--- config.mk ---
export PLATFORM = sky130hd
export DESIGN_NAME = ocw_monitor
export DESIGN_NICKNAME = d
export VERILOG_FILES = /design/src/rtl/ocw_pkg.sv /design/src/rtl/ocw_thr_reg.sv /design/src/rtl/ocw_detect.sv /design/src/rtl/ocw_ts_counter.sv /design/src/rtl/ocw_event_log.sv /design/src/rtl/ocw_monitor.sv
export SDC_FILE = /design/constraint.sdc
export NUM_CORES = 1
export LEC_CHECK = 0
export ABC_CLOCK_PERIOD_IN_PS = 5200
export BUFFER_PORTS_ARGS = -buffer_cell sky130_fd_sc_hd__clkbuf_2
export CORE_ASPECT_RATIO = 0.8
export CORE_UTILIZATION = 45
export CTS_CLUSTER_DIAMETER = 200
export DETAILED_ROUTE_END_ITERATION = 12
export PLACE_DENSITY = 0.68
export SYNTH_ARGS = -nofsm -noshare
export SYNTH_HDL_FRONTEND = slang
export SYNTH_HIERARCHICAL = 1
export SYNTH_SLANG_ARGS = --single-unit
--- constraint.sdc ---
create_clock -name clk -period 5.2 [get_ports clk]
set_clock_uncertainty 0.1 [all_clocks]
set_input_delay 0.78 -clock clk [delete_from_list [all_inputs] [get_ports clk]]
set_output_delay 0.78 -clock clk [all_outputs]
set_load 0.01 [all_outputs]
--- src/rtl/ocw_pkg.sv ---
package ocw_pkg;
   // Status bit positions decoded by the surrounding status logic
   localparam int SB_OTHER_BIT  = 0;
   localparam int SW_INPUT_BIT  = 13;
   localparam int SI_OCW_BIT    = 5;
   // Event code written into the log for an overcurrent warning
   localparam logic [7:0] EVT_OCW_CODE = 8'hA5;

   // Circular increment used by the log pointer
   function automatic int unsigned wrap_inc(input int unsigned p, input int unsigned depth);
      return (p >= depth - 1) ? 0 : p + 1;
   endfunction
endpackage

--- src/rtl/ocw_thr_reg.sv ---
module ocw_thr_reg #(
   parameter int              THR_W     = 16,
   parameter int              THR_BITS  = 8,
   parameter logic [THR_W-1:0] THR_RESET = 16'h007F
) (
   input  logic             clk,
   input  logic             rst_n,
   input  logic             wr_en,
   input  logic             unlock,
   input  logic [THR_W-1:0] wr_data,
   output logic [THR_W-1:0] thr_q
);
   localparam int PAD_W = THR_W - THR_BITS;

   logic [THR_W-1:0] wr_masked;

   generate
      if (PAD_W > 0) begin : g_pad
         assign wr_masked = {{PAD_W{1'b0}}, wr_data[THR_BITS-1:0]};
      end else begin : g_nopad
         assign wr_masked = wr_data;
      end
   endgenerate

   always_ff @(posedge clk or negedge rst_n) begin
      if (!rst_n) begin
         thr_q <= THR_RESET;
      end else if (wr_en && unlock) begin
         thr_q <= wr_masked;
      end
   end
endmodule

--- src/rtl/ocw_detect.sv ---
module ocw_detect #(
   parameter int SMP_W    = 10,
   parameter int THR_BITS = 8
) (
   input  logic                clk,
   input  logic                rst_n,
   input  logic                smp_valid,
   input  logic [SMP_W-1:0]    smp_data,
   input  logic [THR_BITS-1:0] thr_bits,
   input  logic                clear_faults,
   output logic                warn_q,
   output logic                evt
);
   logic over_q;
   logic cmp;
   logic clr_ok;

   assign cmp    = smp_data > SMP_W'(thr_bits);
   assign clr_ok = clear_faults & ~over_q;
   // clear is applied first, then the sample of the same cycle
   assign evt    = smp_valid & cmp & ~(warn_q & ~clr_ok);

   always_ff @(posedge clk or negedge rst_n) begin
      if (!rst_n) begin
         over_q <= 1'b0;
         warn_q <= 1'b0;
      end else begin
         if (smp_valid) over_q <= cmp;
         warn_q <= evt | (warn_q & ~clr_ok);
      end
   end
endmodule

--- src/rtl/ocw_ts_counter.sv ---
module ocw_ts_counter #(
   parameter int TS_W = 16
) (
   input  logic            clk,
   input  logic            rst_n,
   input  logic            tick,
   output logic [TS_W-1:0] ts_q
);
   always_ff @(posedge clk or negedge rst_n) begin
      if (!rst_n)    ts_q <= '0;
      else if (tick) ts_q <= ts_q + TS_W'(1);
   end
endmodule

--- src/rtl/ocw_event_log.sv ---
module ocw_event_log #(
   parameter int DEPTH = 7,
   parameter int EVT_W = 8,
   parameter int TS_W  = 16,
   parameter int PTR_W = 3
) (
   input  logic             clk,
   input  logic             rst_n,
   input  logic             log_clear,
   input  logic             evt,
   input  logic [EVT_W-1:0] evt_code,
   input  logic [TS_W-1:0]  evt_ts,
   input  logic [PTR_W-1:0] rd_idx,
   output logic [PTR_W-1:0] ptr_q,
   output logic [DEPTH-1:0] vld_q,
   output logic [EVT_W-1:0] rd_code,
   output logic [TS_W-1:0]  rd_ts
);
   logic             do_wr;
   logic [PTR_W-1:0] ptr_nxt;
   logic [EVT_W-1:0] code_arr [DEPTH];
   logic [TS_W-1:0]  ts_arr   [DEPTH];

   assign do_wr   = evt & ~log_clear & ~vld_q[ptr_q];
   assign ptr_nxt = PTR_W'(ocw_pkg::wrap_inc(int'(ptr_q), DEPTH));

   always_ff @(posedge clk or negedge rst_n) begin
      if (!rst_n) begin
         ptr_q <= '0;
         vld_q <= '0;
      end else if (log_clear) begin
         ptr_q <= '0;
         vld_q <= '0;
      end else if (do_wr) begin
         ptr_q        <= ptr_nxt;
         vld_q[ptr_q] <= 1'b1;
      end
   end

   generate
      for (genvar i = 0; i < DEPTH; i++) begin : g_slot
         logic [EVT_W-1:0] code_r;
         logic [TS_W-1:0]  ts_r;
         always_ff @(posedge clk or negedge rst_n) begin
            if (!rst_n) begin
               code_r <= '0;
               ts_r   <= '0;
            end else if (do_wr && (ptr_q == PTR_W'(i))) begin
               code_r <= evt_code;
               ts_r   <= evt_ts;
            end
         end
         assign code_arr[i] = code_r;
         assign ts_arr[i]   = ts_r;
      end
   endgenerate

   always_comb begin
      rd_code = '0;
      rd_ts   = '0;
      for (int i = 0; i < DEPTH; i++) begin
         if (rd_idx == PTR_W'(i)) begin
            rd_code = code_arr[i];
            rd_ts   = ts_arr[i];
         end
      end
   end
endmodule

--- src/rtl/ocw_monitor.sv ---
module ocw_monitor #(
   parameter int               THR_W     = 16,
   parameter int               THR_BITS  = 8,
   parameter logic [THR_W-1:0] THR_RESET = 16'h007F,
   parameter int               SMP_W     = 10,
   parameter int               TS_W      = 16,
   parameter int               LOG_DEPTH = 7,
   parameter int               EVT_W     = 8,
   parameter logic [EVT_W-1:0] EVT_CODE  = ocw_pkg::EVT_OCW_CODE,
   localparam int              PTR_W     = (LOG_DEPTH > 1) ? $clog2(LOG_DEPTH) : 1
) (
   input  logic                 clk,
   input  logic                 rst_n,
   input  logic                 wp_unlock,
   input  logic                 thr_wr_en,
   input  logic [THR_W-1:0]     thr_wr_data,
   input  logic                 smp_valid,
   input  logic [SMP_W-1:0]     smp_data,
   input  logic                 clear_faults,
   input  logic                 alert_mask,
   input  logic                 ts_tick,
   input  logic                 log_clear,
   input  logic [PTR_W-1:0]     log_rd_idx,
   output logic [THR_W-1:0]     thr_value,
   output logic [7:0]           status_byte,
   output logic [15:0]          status_word,
   output logic [7:0]           status_input,
   output logic                 alert_n,
   output logic [TS_W-1:0]      ts_value,
   output logic [PTR_W-1:0]     log_ptr,
   output logic [LOG_DEPTH-1:0] log_valid,
   output logic [EVT_W-1:0]     log_rd_code,
   output logic [TS_W-1:0]      log_rd_ts
);
   generate
      if (THR_BITS < 1 || THR_BITS > THR_W) begin : g_bad_thr
         $error("ocw_monitor: THR_BITS must lie in 1..THR_W");
      end
      if (SMP_W < THR_BITS) begin : g_bad_smp
         $error("ocw_monitor: SMP_W must be at least THR_BITS");
      end
      if (LOG_DEPTH < 2) begin : g_bad_depth
         $error("ocw_monitor: LOG_DEPTH must be at least 2");
      end
      if (TS_W < 1) begin : g_bad_ts
         $error("ocw_monitor: TS_W must be positive");
      end
   endgenerate

   logic warn_q;
   logic evt;

   ocw_thr_reg #(
      .THR_W    (THR_W),
      .THR_BITS (THR_BITS),
      .THR_RESET(THR_RESET)
   ) u_thr (
      .clk    (clk),
      .rst_n  (rst_n),
      .wr_en  (thr_wr_en),
      .unlock (wp_unlock),
      .wr_data(thr_wr_data),
      .thr_q  (thr_value)
   );

   ocw_detect #(
      .SMP_W   (SMP_W),
      .THR_BITS(THR_BITS)
   ) u_det (
      .clk         (clk),
      .rst_n       (rst_n),
      .smp_valid   (smp_valid),
      .smp_data    (smp_data),
      .thr_bits    (thr_value[THR_BITS-1:0]),
      .clear_faults(clear_faults),
      .warn_q      (warn_q),
      .evt         (evt)
   );

   ocw_ts_counter #(.TS_W(TS_W)) u_ts (
      .clk  (clk),
      .rst_n(rst_n),
      .tick (ts_tick),
      .ts_q (ts_value)
   );

   ocw_event_log #(
      .DEPTH(LOG_DEPTH),
      .EVT_W(EVT_W),
      .TS_W (TS_W),
      .PTR_W(PTR_W)
   ) u_log (
      .clk      (clk),
      .rst_n    (rst_n),
      .log_clear(log_clear),
      .evt      (evt),
      .evt_code (EVT_CODE),
      .evt_ts   (ts_value),
      .rd_idx   (log_rd_idx),
      .ptr_q    (log_ptr),
      .vld_q    (log_valid),
      .rd_code  (log_rd_code),
      .rd_ts    (log_rd_ts)
   );

   always_comb begin
      status_byte                        = '0;
      status_byte[ocw_pkg::SB_OTHER_BIT] = warn_q;
      status_input                       = '0;
      status_input[ocw_pkg::SI_OCW_BIT]  = warn_q;
      status_word                        = {8'h00, status_byte};
      status_word[ocw_pkg::SW_INPUT_BIT] = warn_q;
   end

   assign alert_n = ~(warn_q & ~alert_mask);
endmodule

Word-level counts from Yosys, hierarchy flattened
Index checks and enable logic that the tools add are counted.
{"block": "totals", "ff_bits": 155, "latchBits": 0, "ram_bits": 0, "mem_bits_ro": 0, "inputBits": 38, "n_memories": 0}
{"block": "op_classes", "n_addsub": 2, "multipliers": 0, "div_mod_pow": 0, "n_lt_le_gt_ge": 4, "eq_ne": 12, "shift": 0, "muxes": 23, "bitwise": 16, "reduce_logical": 12}
{"operator": "$mux W16", "count": 7}
{"operator": "$mux W8", "count": 7}
{"operator": "$eq A3 B3 Y1 const B", "count": 6}
{"operator": "$add A16 B1 Y16 const B", "count": 1}
{"operator": "$mux W7", "count": 2}
{"operator": "$eq A3 B2 Y1 const B", "count": 4}
{"operator": "$gt A10 B8 Y1", "count": 1}
{"operator": "$logic_and A1 B1 Y1", "count": 9}
{"operator": "$mux W3", "count": 3}
{"operator": "$and A1 B1 Y1", "count": 7}
{"operator": "$not A1 Y1", "count": 7}
{"operator": "$or A7 B7 Y7", "count": 1}
{"operator": "$eq A3 B1 Y1 const B", "count": 2}
{"operator": "$logic_not A3 Y1", "count": 2}
{"operator": "$lt A3 B4 Y1 const B", "count": 1}
{"operator": "$add A3 B1 Y3 const B", "count": 1}
{"operator": "$bmux W1 S3", "count": 1}
{"operator": "$demux W1 S3", "count": 1}
{"operator": "$ge A3 B1 Y1 const B", "count": 1}
{"operator": "$ge A3 B3 Y1 const B", "count": 1}
{"operator": "$mux W1", "count": 2}
{"operator": "$reduce_bool A2 Y1", "count": 1}
{"operator": "$or A1 B1 Y1", "count": 1}

Logic depth before layout (Yosys ltp)
Gate-level depths: netlist of the first run.
{"block": "depth", "word_depth": 10, "ltp_mapped": 12}

Modules after synthesis
The synthesis of the first run kept the hierarchy.
{"mod": "ocw_event_log", "n_inst": 1, "cells_each": 663, "area_per_inst_um2": 9006.1, "seq_area_each_um2": 4454.3}
{"mod": "ocw_ts_counter", "n_inst": 1, "cells_each": 56, "area_per_inst_um2": 695.7, "seq_area_each_um2": 400.4}
{"mod": "ocw_thr_reg", "n_inst": 1, "cells_each": 26, "area_per_inst_um2": 369.1, "seq_area_each_um2": 209.0}
{"mod": "ocw_detect", "n_inst": 1, "cells_each": 37, "area_per_inst_um2": 297.8, "seq_area_each_um2": 50.0}
{"mod": "ocw_monitor", "n_inst": 1, "cells_each": 35, "area_per_inst_um2": 254.0, "seq_area_each_um2": 0.0}

Worst setup path before layout of the first run
Ideal clock, no wire load.
{"block": "synth_timing", "kind": "input-to-reg", "from": "input port smp_data[5]", "to": "register u_log/g_slot[0].code_r[0] (netlist name)", "t_arrival_ps": 2894, "required_time_ps": 4975, "path_slack_ps": 2081, "path_stages": 11, "cell_sequence": "ha_1 -> nand4_1 -> or4_1 -> nand3_2 -> a211oi_1 -> and2b_2 -> o311a_4 -> buf_8 -> nand4_4 -> buf_6 -> mux2_4"}
{"block": "synth_via", "elab_chain_cells": 6}
{"element": "from (decl)", "line_no": "ocw_monitor.sv:18", "source": "input logic [SMP_W-1:0] smp_data,"}
{"element": "$gt A10 B8 Y1", "line_no": "ocw_detect.sv:18", "source": "assign cmp = smp_data > SMP_W'(thr_bits);"}
{"element": "$and A1 B1 Y1 (2 in a row)", "line_no": "ocw_detect.sv:21", "source": "assign evt = smp_valid & cmp & ~(warn_q & ~clr_ok);"}
{"element": "named net evt", "line_no": "ocw_monitor.sv:51", "source": "logic evt;"}
{"element": "$and A1 B1 Y1 (2 in a row)", "line_no": "ocw_event_log.sv:24", "source": "assign do_wr = evt & ~log_clear & ~vld_q[ptr_q];"}
{"element": "$logic_and A1 B1 Y1", "line_no": "ocw_event_log.sv:48", "source": "end else if (do_wr && (ptr_q == PTR_W'(i))) begin"}
The timed path passes the listed nets, and every way through them passes these cells.
A chain may end at the register's enable or synchronous reset.

Worst setup path in the final report of the first run
{"block": "layout_timing", "from": "input port log_rd_idx[0]", "to": "output port log_rd_code[3]"}
{"block": "layout_via", "elab_chain_cells": 7}
{"element": "from (decl)", "line_no": "ocw_monitor.sv:23", "source": "input logic [PTR_W-1:0] log_rd_idx,"}
{"element": "$eq A3 B1 Y1", "line_no": "ocw_event_log.sv:62", "source": "if (rd_idx == PTR_W'(i)) begin"}
{"element": "$mux W8 (5 in a row)", "line_no": "ocw_event_log.sv:62"}
{"element": "$mux W8 *", "line_no": "ocw_event_log.sv:62"}
{"element": "to (decl)", "line_no": "ocw_monitor.sv:32", "source": "output logic [EVT_W-1:0] log_rd_code,"}
Every way passes the cells marked *; elsewhere a longest branch is shown, timed or not.

==> impl_metrics.prom, run 1 <==
# TYPE chip_impl_metric gauge
chip_impl_metric{name="synthesis.area_per_instance",unit="µm²"} 13.0
chip_impl_metric{name="insertion_delay",unit="ns"} 0.49
chip_impl_metric{name="post_cts.repair.setup_buffers",unit=""} 0
chip_impl_metric{name="clockBufferDepth",unit=""} 3
chip_impl_metric{name="stdcell_count",unit=""} 1261
chip_impl_metric{name="tightest_pin_transition",unit="ns"} 1.16
chip_impl_metric{name="worstPathBufferInverterCount",unit=""} 3
chip_impl_metric{name="cts_sinks",unit=""} 204
chip_impl_metric{name="total_leakage_power",unit="µW"} 0.00620
chip_impl_metric{name="globalRoute.totalOverflow",unit=""} 0
chip_impl_metric{name="post-place-cells",unit=""} 1224
chip_impl_metric{name="synthesis.instances",unit=""} 817
chip_impl_metric{name="whs",unit="ns"} 0.331
chip_impl_info{name="rsz0062_at_grt",value="false"} 1
chip_impl_info{name="ys_dominant_reg_cell",value="sky130_fd_sc_hd__dfrtp_1"} 1
chip_impl_metric{name="int_pwr",unit="µW"} 2940
chip_impl_info{name="hold_class",value="input pin to async pin"} 1
chip_impl_metric{name="layout-drive-gt1-share",unit=""} 0.352
chip_impl_metric{name="grt_start_max_net_pins",unit=""} 123
chip_impl_metric{name="placement.io_buffers",unit=""} 92
chip_impl_info{name="top_library_cells_by_usage_in_the_layout_fill_and_taps_aside",value="sky130_fd_sc_hd__dfrtp_1, sky130_fd_sc_hd__mux2_4, sky130_fd_sc_hd__conb_1, sky130_fd_sc_hd__clkbuf_2, sky130_fd_sc_hd__mux2_2"} 1
chip_impl_metric{name="start_util",unit=""} 0.466
chip_impl_info{name="synth_top_family_by_area",value="multiplexers"} 1
chip_impl_metric{name="cts.htree.levels",unit=""} 1
chip_impl_metric{name="pwr_density_cell",unit="nW/µm²"} 338
chip_impl_metric{name="timing_max_transition_violations_final",unit=""} 0
chip_impl_metric{name="required",unit="ns"} 4.32
chip_impl_metric{name="post_synth_and_or_nand_nor_area_fraction",unit=""} 0.0896
chip_impl_info{name="setup.worst_path.start_class",value="input pin"} 1
chip_impl_metric{name="antenna_left",unit=""} 0
chip_impl_metric{name="nNetsFinal",unit=""} 993
chip_impl_metric{name="detailed_place_hpwl",unit="µm"} 13600
chip_impl_info{name="status",value="finished, final reports clean"} 1
chip_impl_metric{name="drc_errors",unit=""} 0
chip_impl_metric{name="setup-violations-final",unit=""} 0
chip_impl_metric{name="cp.arrival",unit="ns"} 2.88
chip_impl_info{name="tritoncts",value="built"} 1
chip_impl_metric{name="route.detailed.wl_per_inst",unit="µm"} 17.9
chip_impl_metric{name="coreArea",unit="µm²"} 22800
chip_impl_metric{name="synth_adder_area_share",unit=""} 0.0165
chip_impl_metric{name="floorplan.die.width",unit="µm"} 174
chip_impl_info{name="timing.rr.end",value="u_log/g_slot[6].code_r[6]$_DFFE_PN0P_"} 1
chip_impl_metric{name="timing_hold_violations_final",unit=""} 0
chip_impl_metric{name="synth-seq-area-share",unit=""} 0.481
chip_impl_info{name="setup.worst_path.class",value="input pin to output pin"} 1
chip_impl_info{name="crit_path_cell_trace",value="clkbuf_2 > buf_4 > nand2_1 > nor2_1 > o21ai_0 > clkbuf_2"} 1
chip_impl_metric{name="ys_ff_latch",unit=""} 204
chip_impl_metric{name="post-route-min-period",unit="ns"} 3.76
chip_impl_metric{name="setup_total_negative_slack",unit="ns"} 0
chip_impl_metric{name="pin_count",unit=""} 137
chip_impl_metric{name="power.share.clock",unit=""} 0.367
chip_impl_metric{name="p_comb_frac",unit=""} 0.150
chip_impl_metric{name="global_route_wire_length_before_repair",unit="µm"} 36800
chip_impl_metric{name="detail_route.first_pass.iterations",unit=""} 5
chip_impl_metric{name="reg2reg_setup_slack",unit="ns"} 1.67
chip_impl_metric{name="detailroute.via_count",unit=""} 6534
chip_impl_metric{name="synth_cell_type_count",unit=""} 55
chip_impl_metric{name="power.share.switching",unit=""} 0.271
chip_impl_info{name="root_buffer",value="sky130_fd_sc_hd__clkbuf_16"} 1
chip_impl_metric{name="postLayoutCoreUtil",unit=""} 0.523
chip_impl_metric{name="reg2reg_depth",unit=""} 10
chip_impl_metric{name="synth-compound-area-share",unit=""} 0.0733
chip_impl_metric{name="max_cap_violations",unit=""} 0
chip_impl_info{name="layout.cells.most_common",value="sky130_fd_sc_hd__dfrtp_1"} 1
chip_impl_metric{name="switching_power",unit="µW"} 1090
chip_impl_metric{name="timing.critical_path.slowest_cell_delay",unit="ns"} 0.88
chip_impl_metric{name="yosysWarningCount",unit=""} 6
chip_impl_metric{name="total_clock_buffers_created_by_cts",unit=""} 21
chip_impl_metric{name="dieHeight",unit="µm"} 139
chip_impl_metric{name="totalWireLength",unit="µm"} 22500
chip_impl_info{name="r2r_start",value="u_thr/thr_q[5]$_DFFE_PN1P_"} 1
chip_impl_info{name="worst_path_dominant_cell_family",value="simple AND/OR/NAND/NOR gates"} 1
chip_impl_metric{name="max_freq",unit="MHz"} 266
chip_impl_metric{name="clkTransAtPathRegs",unit="ns"} 0.06
chip_impl_metric{name="vias_per_cell",unit=""} 5.18
chip_impl_metric{name="power.share.sequential",unit=""} 0.483
chip_impl_metric{name="groute.usage.overall",unit=""} 0.189
chip_impl_metric{name="drtIter0Drc",unit=""} 351
chip_impl_metric{name="fp-row-count",unit=""} 49
chip_impl_metric{name="gp_congestion",unit=""} 0.781
chip_impl_metric{name="first_global_vias",unit=""} 6562
chip_impl_metric{name="worst_ir_drop_vdd",unit="mV"} 0.210
chip_impl_metric{name="cp_max_fo",unit=""} 72
chip_impl_metric{name="synth_xor_area_frac",unit=""} 0.0124
chip_impl_metric{name="cts_hold_buffers",unit=""} 0
chip_impl_metric{name="synth.area.mux_share",unit=""} 0.259
chip_impl_metric{name="worst_slew_margin_rel",unit=""} 0.225
chip_impl_metric{name="antenna_found_initial",unit=""} 0
chip_impl_info{name="critPathMostFrequentCell",value="sky130_fd_sc_hd__clkbuf_2"} 1
chip_impl_metric{name="layout_worst_path_cycle_share",unit=""} 0.723
chip_impl_info{name="timing.critical_path.to_type",value="output pin"} 1
chip_impl_metric{name="die-area",unit="µm²"} 24200
chip_impl_info{name="timing.critical_path.slowest_stage_cell",value="sky130_fd_sc_hd__nand2_1"} 1
chip_impl_metric{name="synth_edf_count",unit=""} 0
chip_impl_metric{name="areaGrowthSynthToFinish",unit="%"} 12.3
chip_impl_metric{name="combined_area_of_all_synthesized_cells",unit="µm²"} 10600
chip_impl_metric{name="number_of_diodes_added_for_antenna_fixing",unit=""} 0
chip_impl_metric{name="synthArstFlopShare",unit=""} 1.00
chip_impl_metric{name="post_cts.resized_instances",unit=""} 0
==> worst max path at each step <==
stage	start	to	slack, ns	cells after the start
after floorplan	smp_data[5]	u_log/g_slot[0].code_r[0]$_DFFE_PN0P_	2.08	11
after global placement	smp_data[5]	u_log/g_slot[0].ts_r[13]$_DFFE_PN0P_	1.46	10
after detailed placement	smp_data[5]	u_log/g_slot[6].ts_r[13]$_DFFE_PN0P_	1.36	10
after CTS	log_rd_idx[0]	log_rd_ts[3]	1.45	6
after global routing	log_rd_idx[0]	log_rd_ts[0]	1.22	6
final	log_rd_idx[0]	log_rd_code[3]	1.44	6
==> area by class of cell <==
type                            instances  area [µm²]
Timing Repair Buffer                  100         529
Inverter                               24        90.1
Tap cell                              306         383
Sequential cell                       204        5110
Clock inverter                          6        61.3
Fill cell                            1961       10900
Clock buffer                           31         613
Multi-Input combinational cell        590        5140
==> sequential cells by signal, indices dropped and copies added, names as in the netlist <==
register,count
u_det/over_q,1
u_ts/ts_q,16
u_thr/thr_q,8
u_log/ptr_q,3
u_log/g_slot.code_r,56
u_log/g_slot.ts_r,112
u_log/vld_q,7
u_det/warn_q,1
==> logic make-up after synthesis <==
logic type	count (synthesis)
AO/OA/AOI/OAI	115
XOR/XNOR	15
adder cells (fa/ha/maj)	14
buffers and inverters	112
flip-flops	204
multiplexers	203
other	3
AND/OR/NAND/NOR	151
==> metrics by stage <==
step	worst slack [ns]	instance area (µm²)	power, µW
2_1_floorplan	2.08	11000	2370
6_report	1.44	11900	4030
4_1_cts	1.45	11900	4080
3_5_place_dp	1.36	11300	2580
5_1_grt	1.22	11900	4230
3_3_place_gp	1.46	11300	2560
==> routing by layer <==
layer	GRT usage	wire, µm	vias up
met5	0	0	-
met4	0.0314	246	0
met3	0.0292	826	20
met2	0.287	10000	133
met1	0.288	11400	3343
li1	-	-	3038
==> power by group through the flow <==
stage	clock, µW	combinational, µW	sequential (µW)
finish	1480	604	1950
detailed placement	0	607	1980
floorplan	0	444	1930
CTS	1520	609	1950
global placement	0	590	1970
global route	1590	666	1980
==> cells in the mapped netlist, types with 2 or more instances <==
library cell,n,area (µm²)
sky130_fd_sc_hd__nand4_4,8,170
sky130_fd_sc_hd__a221o_1,22,220
sky130_fd_sc_hd__xnor2_1,9,78.8
sky130_fd_sc_hd__nand4_1,6,37.5
sky130_fd_sc_hd__xor2_1,6,52.6
sky130_fd_sc_hd__and2_1,22,138
sky130_fd_sc_hd__dfrtp_1,197,4930
sky130_fd_sc_hd__buf_2,5,25.0
sky130_fd_sc_hd__nand2_1,35,131
sky130_fd_sc_hd__nor3_2,2,20.0
sky130_fd_sc_hd__nand4b_1,2,17.5
sky130_fd_sc_hd__a221oi_1,2,17.5
sky130_fd_sc_hd__mux2i_1,25,250
sky130_fd_sc_hd__nor2b_1,3,18.8
sky130_fd_sc_hd__ha_1,14,175
sky130_fd_sc_hd__o21ai_0,45,225
sky130_fd_sc_hd__buf_4,41,308
sky130_fd_sc_hd__o22ai_1,6,37.5
sky130_fd_sc_hd__nand3b_1,22,165
sky130_fd_sc_hd__mux2_4,128,1920
sky130_fd_sc_hd__nand3_1,7,35.0
sky130_fd_sc_hd__nor2_1,29,109
sky130_fd_sc_hd__nand2b_1,4,25.0
sky130_fd_sc_hd__dfstp_2,7,184
sky130_fd_sc_hd__clkbuf_1,25,93.8
sky130_fd_sc_hd__mux2_2,48,541
sky130_fd_sc_hd__a21oi_1,27,135
sky130_fd_sc_hd__o32ai_1,5,43.8
sky130_fd_sc_hd__inv_1,23,86.3
sky130_fd_sc_hd__conb_1,3,11.3
sky130_fd_sc_hd__buf_6,15,169
Power figures use the tool's default switching activity.
==> inputs of run 2 (changes only) <==
ABC_CLOCK_PERIOD_IN_PS = 3400   (was 5200)
PLACE_DENSITY = 0.7   (was 0.68)
clock period = 3.4 ns   (was 5.2 ns; I/O delays follow)
==> run 2 against run 1 <==
Net effect: register-to-register slack worse by 1.4 ns; worst setup slack worse by 1.2 ns; hold slack worse by 0.19 ns; combinational power is 56% higher; cell area is 3.3% higher; first-iteration DRC count is 32% higher; core utilization is 1.7 points higher; critical path depth is 5 higher; non-clock buffer count is 25 higher; largest power group unchanged; clock power is 63% higher.
==> impl_metrics.prom, run 2 (synthesis results as in run 1) <==
# TYPE chip_impl_metric gauge
chip_impl_metric{name="pwr_density_cell",unit="nW/µm²"} 514
chip_impl_metric{name="fp-row-count",unit=""} 49
chip_impl_info{name="setup.worst_path.start_class",value="flip-flop"} 1
chip_impl_metric{name="required",unit="ns"} 3.67
chip_impl_metric{name="drc_errors",unit=""} 0
chip_impl_metric{name="total_leakage_power",unit="µW"} 0.00642
chip_impl_metric{name="groute.usage.overall",unit=""} 0.197
chip_impl_metric{name="post-route-min-period",unit="ns"} 3.13
chip_impl_metric{name="global_route_wire_length_before_repair",unit="µm"} 38300
chip_impl_info{name="hold_class",value="input pin to flip-flop"} 1
chip_impl_metric{name="max_freq",unit="MHz"} 319
chip_impl_metric{name="max_cap_violations",unit=""} 0
chip_impl_metric{name="detail_route.first_pass.iterations",unit=""} 7
chip_impl_metric{name="timing_max_transition_violations_final",unit=""} 0
chip_impl_metric{name="drtIter0Drc",unit=""} 462
chip_impl_info{name="tritoncts",value="built"} 1
chip_impl_metric{name="cts_sinks",unit=""} 204
chip_impl_metric{name="timing_hold_violations_final",unit=""} 0
chip_impl_metric{name="grt_start_max_net_pins",unit=""} 75
chip_impl_info{name="status",value="finished, final reports clean"} 1
chip_impl_metric{name="clkTransAtPathRegs",unit="ns"} 0.06
chip_impl_metric{name="start_util",unit=""} 0.466
chip_impl_info{name="largest_register",value="u_log/g_slot.ts_r"} 1
chip_impl_metric{name="pin_count",unit=""} 137
chip_impl_metric{name="placement.io_buffers",unit=""} 92
chip_impl_metric{name="whs",unit="ns"} 0.139
chip_impl_info{name="timing.critical_path.to_type",value="flip-flop"} 1
chip_impl_metric{name="antenna_left",unit=""} 0
chip_impl_metric{name="coreArea",unit="µm²"} 22800
chip_impl_metric{name="vias_per_cell",unit=""} 5.14
chip_impl_info{name="root_buffer",value="sky130_fd_sc_hd__clkbuf_16"} 1
chip_impl_metric{name="cp.arrival",unit="ns"} 3.40
chip_impl_metric{name="globalRoute.totalOverflow",unit=""} 0
chip_impl_metric{name="total_clock_buffers_created_by_cts",unit=""} 22
chip_impl_metric{name="setup_total_negative_slack",unit="ns"} 0
chip_impl_metric{name="totalWireLength",unit="µm"} 22900
chip_impl_metric{name="number_of_diodes_added_for_antenna_fixing",unit=""} 0
chip_impl_metric{name="floorplan.die.width",unit="µm"} 174
chip_impl_metric{name="antenna_found_initial",unit=""} 0
chip_impl_info{name="crit_path_cell_trace",value="inv_1 > ha_1 > nand4_1 > or4_1 > nand3_2 > a211oi_1 > and2b_2 > o311a_4 > nand4_4 > buf_4 > mux2_4"} 1
chip_impl_metric{name="areaGrowthSynthToFinish",unit="%"} 16.0
chip_impl_metric{name="gp_congestion",unit=""} 0.819
chip_impl_metric{name="layout_worst_path_cycle_share",unit=""} 0.921
chip_impl_metric{name="reg2reg_setup_slack",unit="ns"} 0.27
chip_impl_metric{name="layout-drive-gt1-share",unit=""} 0.371
chip_impl_info{name="layout.cells.most_common",value="sky130_fd_sc_hd__dfrtp_1"} 1
chip_impl_metric{name="die-area",unit="µm²"} 24200
chip_impl_info{name="reg_top3",value="u_log/g_slot.ts_r (112), u_log/g_slot.code_r (56), u_ts/ts_q (16)"} 1
chip_impl_metric{name="first_global_vias",unit=""} 6960
chip_impl_metric{name="worstPathBufferInverterCount",unit=""} 2
chip_impl_metric{name="detailroute.via_count",unit=""} 6629
chip_impl_metric{name="worst_ir_drop_vdd",unit="mV"} 0.581
chip_impl_info{name="rsz0062_at_grt",value="false"} 1
chip_impl_metric{name="route.detailed.wl_per_inst",unit="µm"} 17.8
chip_impl_metric{name="setup-violations-final",unit=""} 0
chip_impl_info{name="top_library_cells_by_usage_in_the_layout_fill_and_taps_aside",value="sky130_fd_sc_hd__dfrtp_1, sky130_fd_sc_hd__mux2_4, sky130_fd_sc_hd__conb_1, sky130_fd_sc_hd__clkbuf_2, sky130_fd_sc_hd__mux2_2"} 1
chip_impl_metric{name="timing.critical_path.slowest_cell_delay",unit="ns"} 0.55
chip_impl_info{name="timing.critical_path.slowest_stage_cell",value="sky130_fd_sc_hd__dfstp_2"} 1
chip_impl_info{name="worst_path_dominant_cell_family",value="simple AND/OR/NAND/NOR gates"} 1
chip_impl_metric{name="cp_max_fo",unit=""} 11
chip_impl_metric{name="insertion_delay",unit="ns"} 0.50
chip_impl_info{name="setup.worst_path.class",value="flip-flop to flip-flop"} 1
chip_impl_metric{name="tightest_pin_transition",unit="ns"} 0.642
chip_impl_metric{name="worst_slew_margin_rel",unit=""} 0.572
chip_impl_metric{name="clockBufferDepth",unit=""} 3
chip_impl_metric{name="detailed_place_hpwl",unit="µm"} 14700
chip_impl_metric{name="dieHeight",unit="µm"} 139
chip_impl_metric{name="nNetsFinal",unit=""} 1019
chip_impl_metric{name="largest_reg_flops",unit=""} 112
chip_impl_metric{name="cts.htree.levels",unit=""} 1
[run 2: stage by stage]
stage                util  cell area (µm²)  power (µW)  setup slack, ns  std cells
floorplan               -            11000        3630            0.474        906
global placement    0.507            11600        3930            0.251       1248
detailed placement  0.507            11600        3970            0.257       1248
CTS                 0.540            12300        6410            0.266       1289
global route        0.540            12300        6640           0.0796       1289
finish              0.540            12300        6330            0.270       1289
[run 2: worst paths after layout]
path | startpoint | to | cells past startpoint
setup / recovery | u_thr/thr_q[5]$_DFFE_PN1P_ | u_log/g_slot[0].ts_r[12]$_DFFE_PN0P_ | 11
hold / removal | thr_wr_data[1] | u_thr/thr_q[1]$_DFFE_PN1P_ | 2
setup reg to reg | u_thr/thr_q[5]$_DFFE_PN1P_ | u_log/g_slot[0].ts_r[12]$_DFFE_PN0P_ | 11
hold reg to reg | u_log/g_slot[3].ts_r[1]$_DFFE_PN0P_ | u_log/g_slot[3].ts_r[1]$_DFFE_PN0P_ | 1
max in group asynchronous | rst_n | u_log/g_slot[4].ts_r[11]$_DFFE_PN0P_ | 3
min in group asynchronous | rst_n | u_det/warn_q$_DFF_PN0_ | 2
[run 2: worst register-to-register path: stages, from the launching register on]
cell and delay, ns:
sky130_fd_sc_hd__dfstp_2 0.55, sky130_fd_sc_hd__inv_1 0.04, sky130_fd_sc_hd__ha_1 0.30, sky130_fd_sc_hd__nand4_1 0.12, sky130_fd_sc_hd__or4_1 0.53, sky130_fd_sc_hd__nand3_2 0.12, sky130_fd_sc_hd__a211oi_1 0.05, sky130_fd_sc_hd__and2b_2 0.21
sky130_fd_sc_hd__o311a_4 0.20, sky130_fd_sc_hd__nand4_4 0.15, sky130_fd_sc_hd__buf_4 0.28, sky130_fd_sc_hd__mux2_4 0.35
[run 2: report_power, final]
| group | internal, µW | switching, µW |
|---|---|---|
| Combinational | 496 | 448 |
| Clock | 1430 | 972 |
| Sequential | 2690 | 295 |
[run 2: final cells by class]
class / count / area, µm²
well taps: 306 / 383
flip-flops and latches: 204 / 5110
inverters: 24 / 90.1
multi-input cells: 590 / 5140
clock buffers: 35 / 711
fillers: 1952 / 10500
clock inverters: 5 / 33.8
repair buffers: 125 / 857
[run 2: timing repair]
action	in CTS	in global routing
hold buffers	1	0
resized for setup	0	0
endpoints found under the hold margin	65	0
buffers inserted	0	0
[run 2: per-layer routing]
layer / vias up / wire length, µm / part of all wire / GRT usage
met2: 149 / 10100 / 0.44 / 0.298
met4: 0 / 358 / 0.016 / 0.0342
met1: 3371 / 11400 / 0.50 / 0.302
met3: 31 / 956 / 0.042 / 0.0276
li1: 3078 / - / - / -
met5: - / 0 / 0 / 0
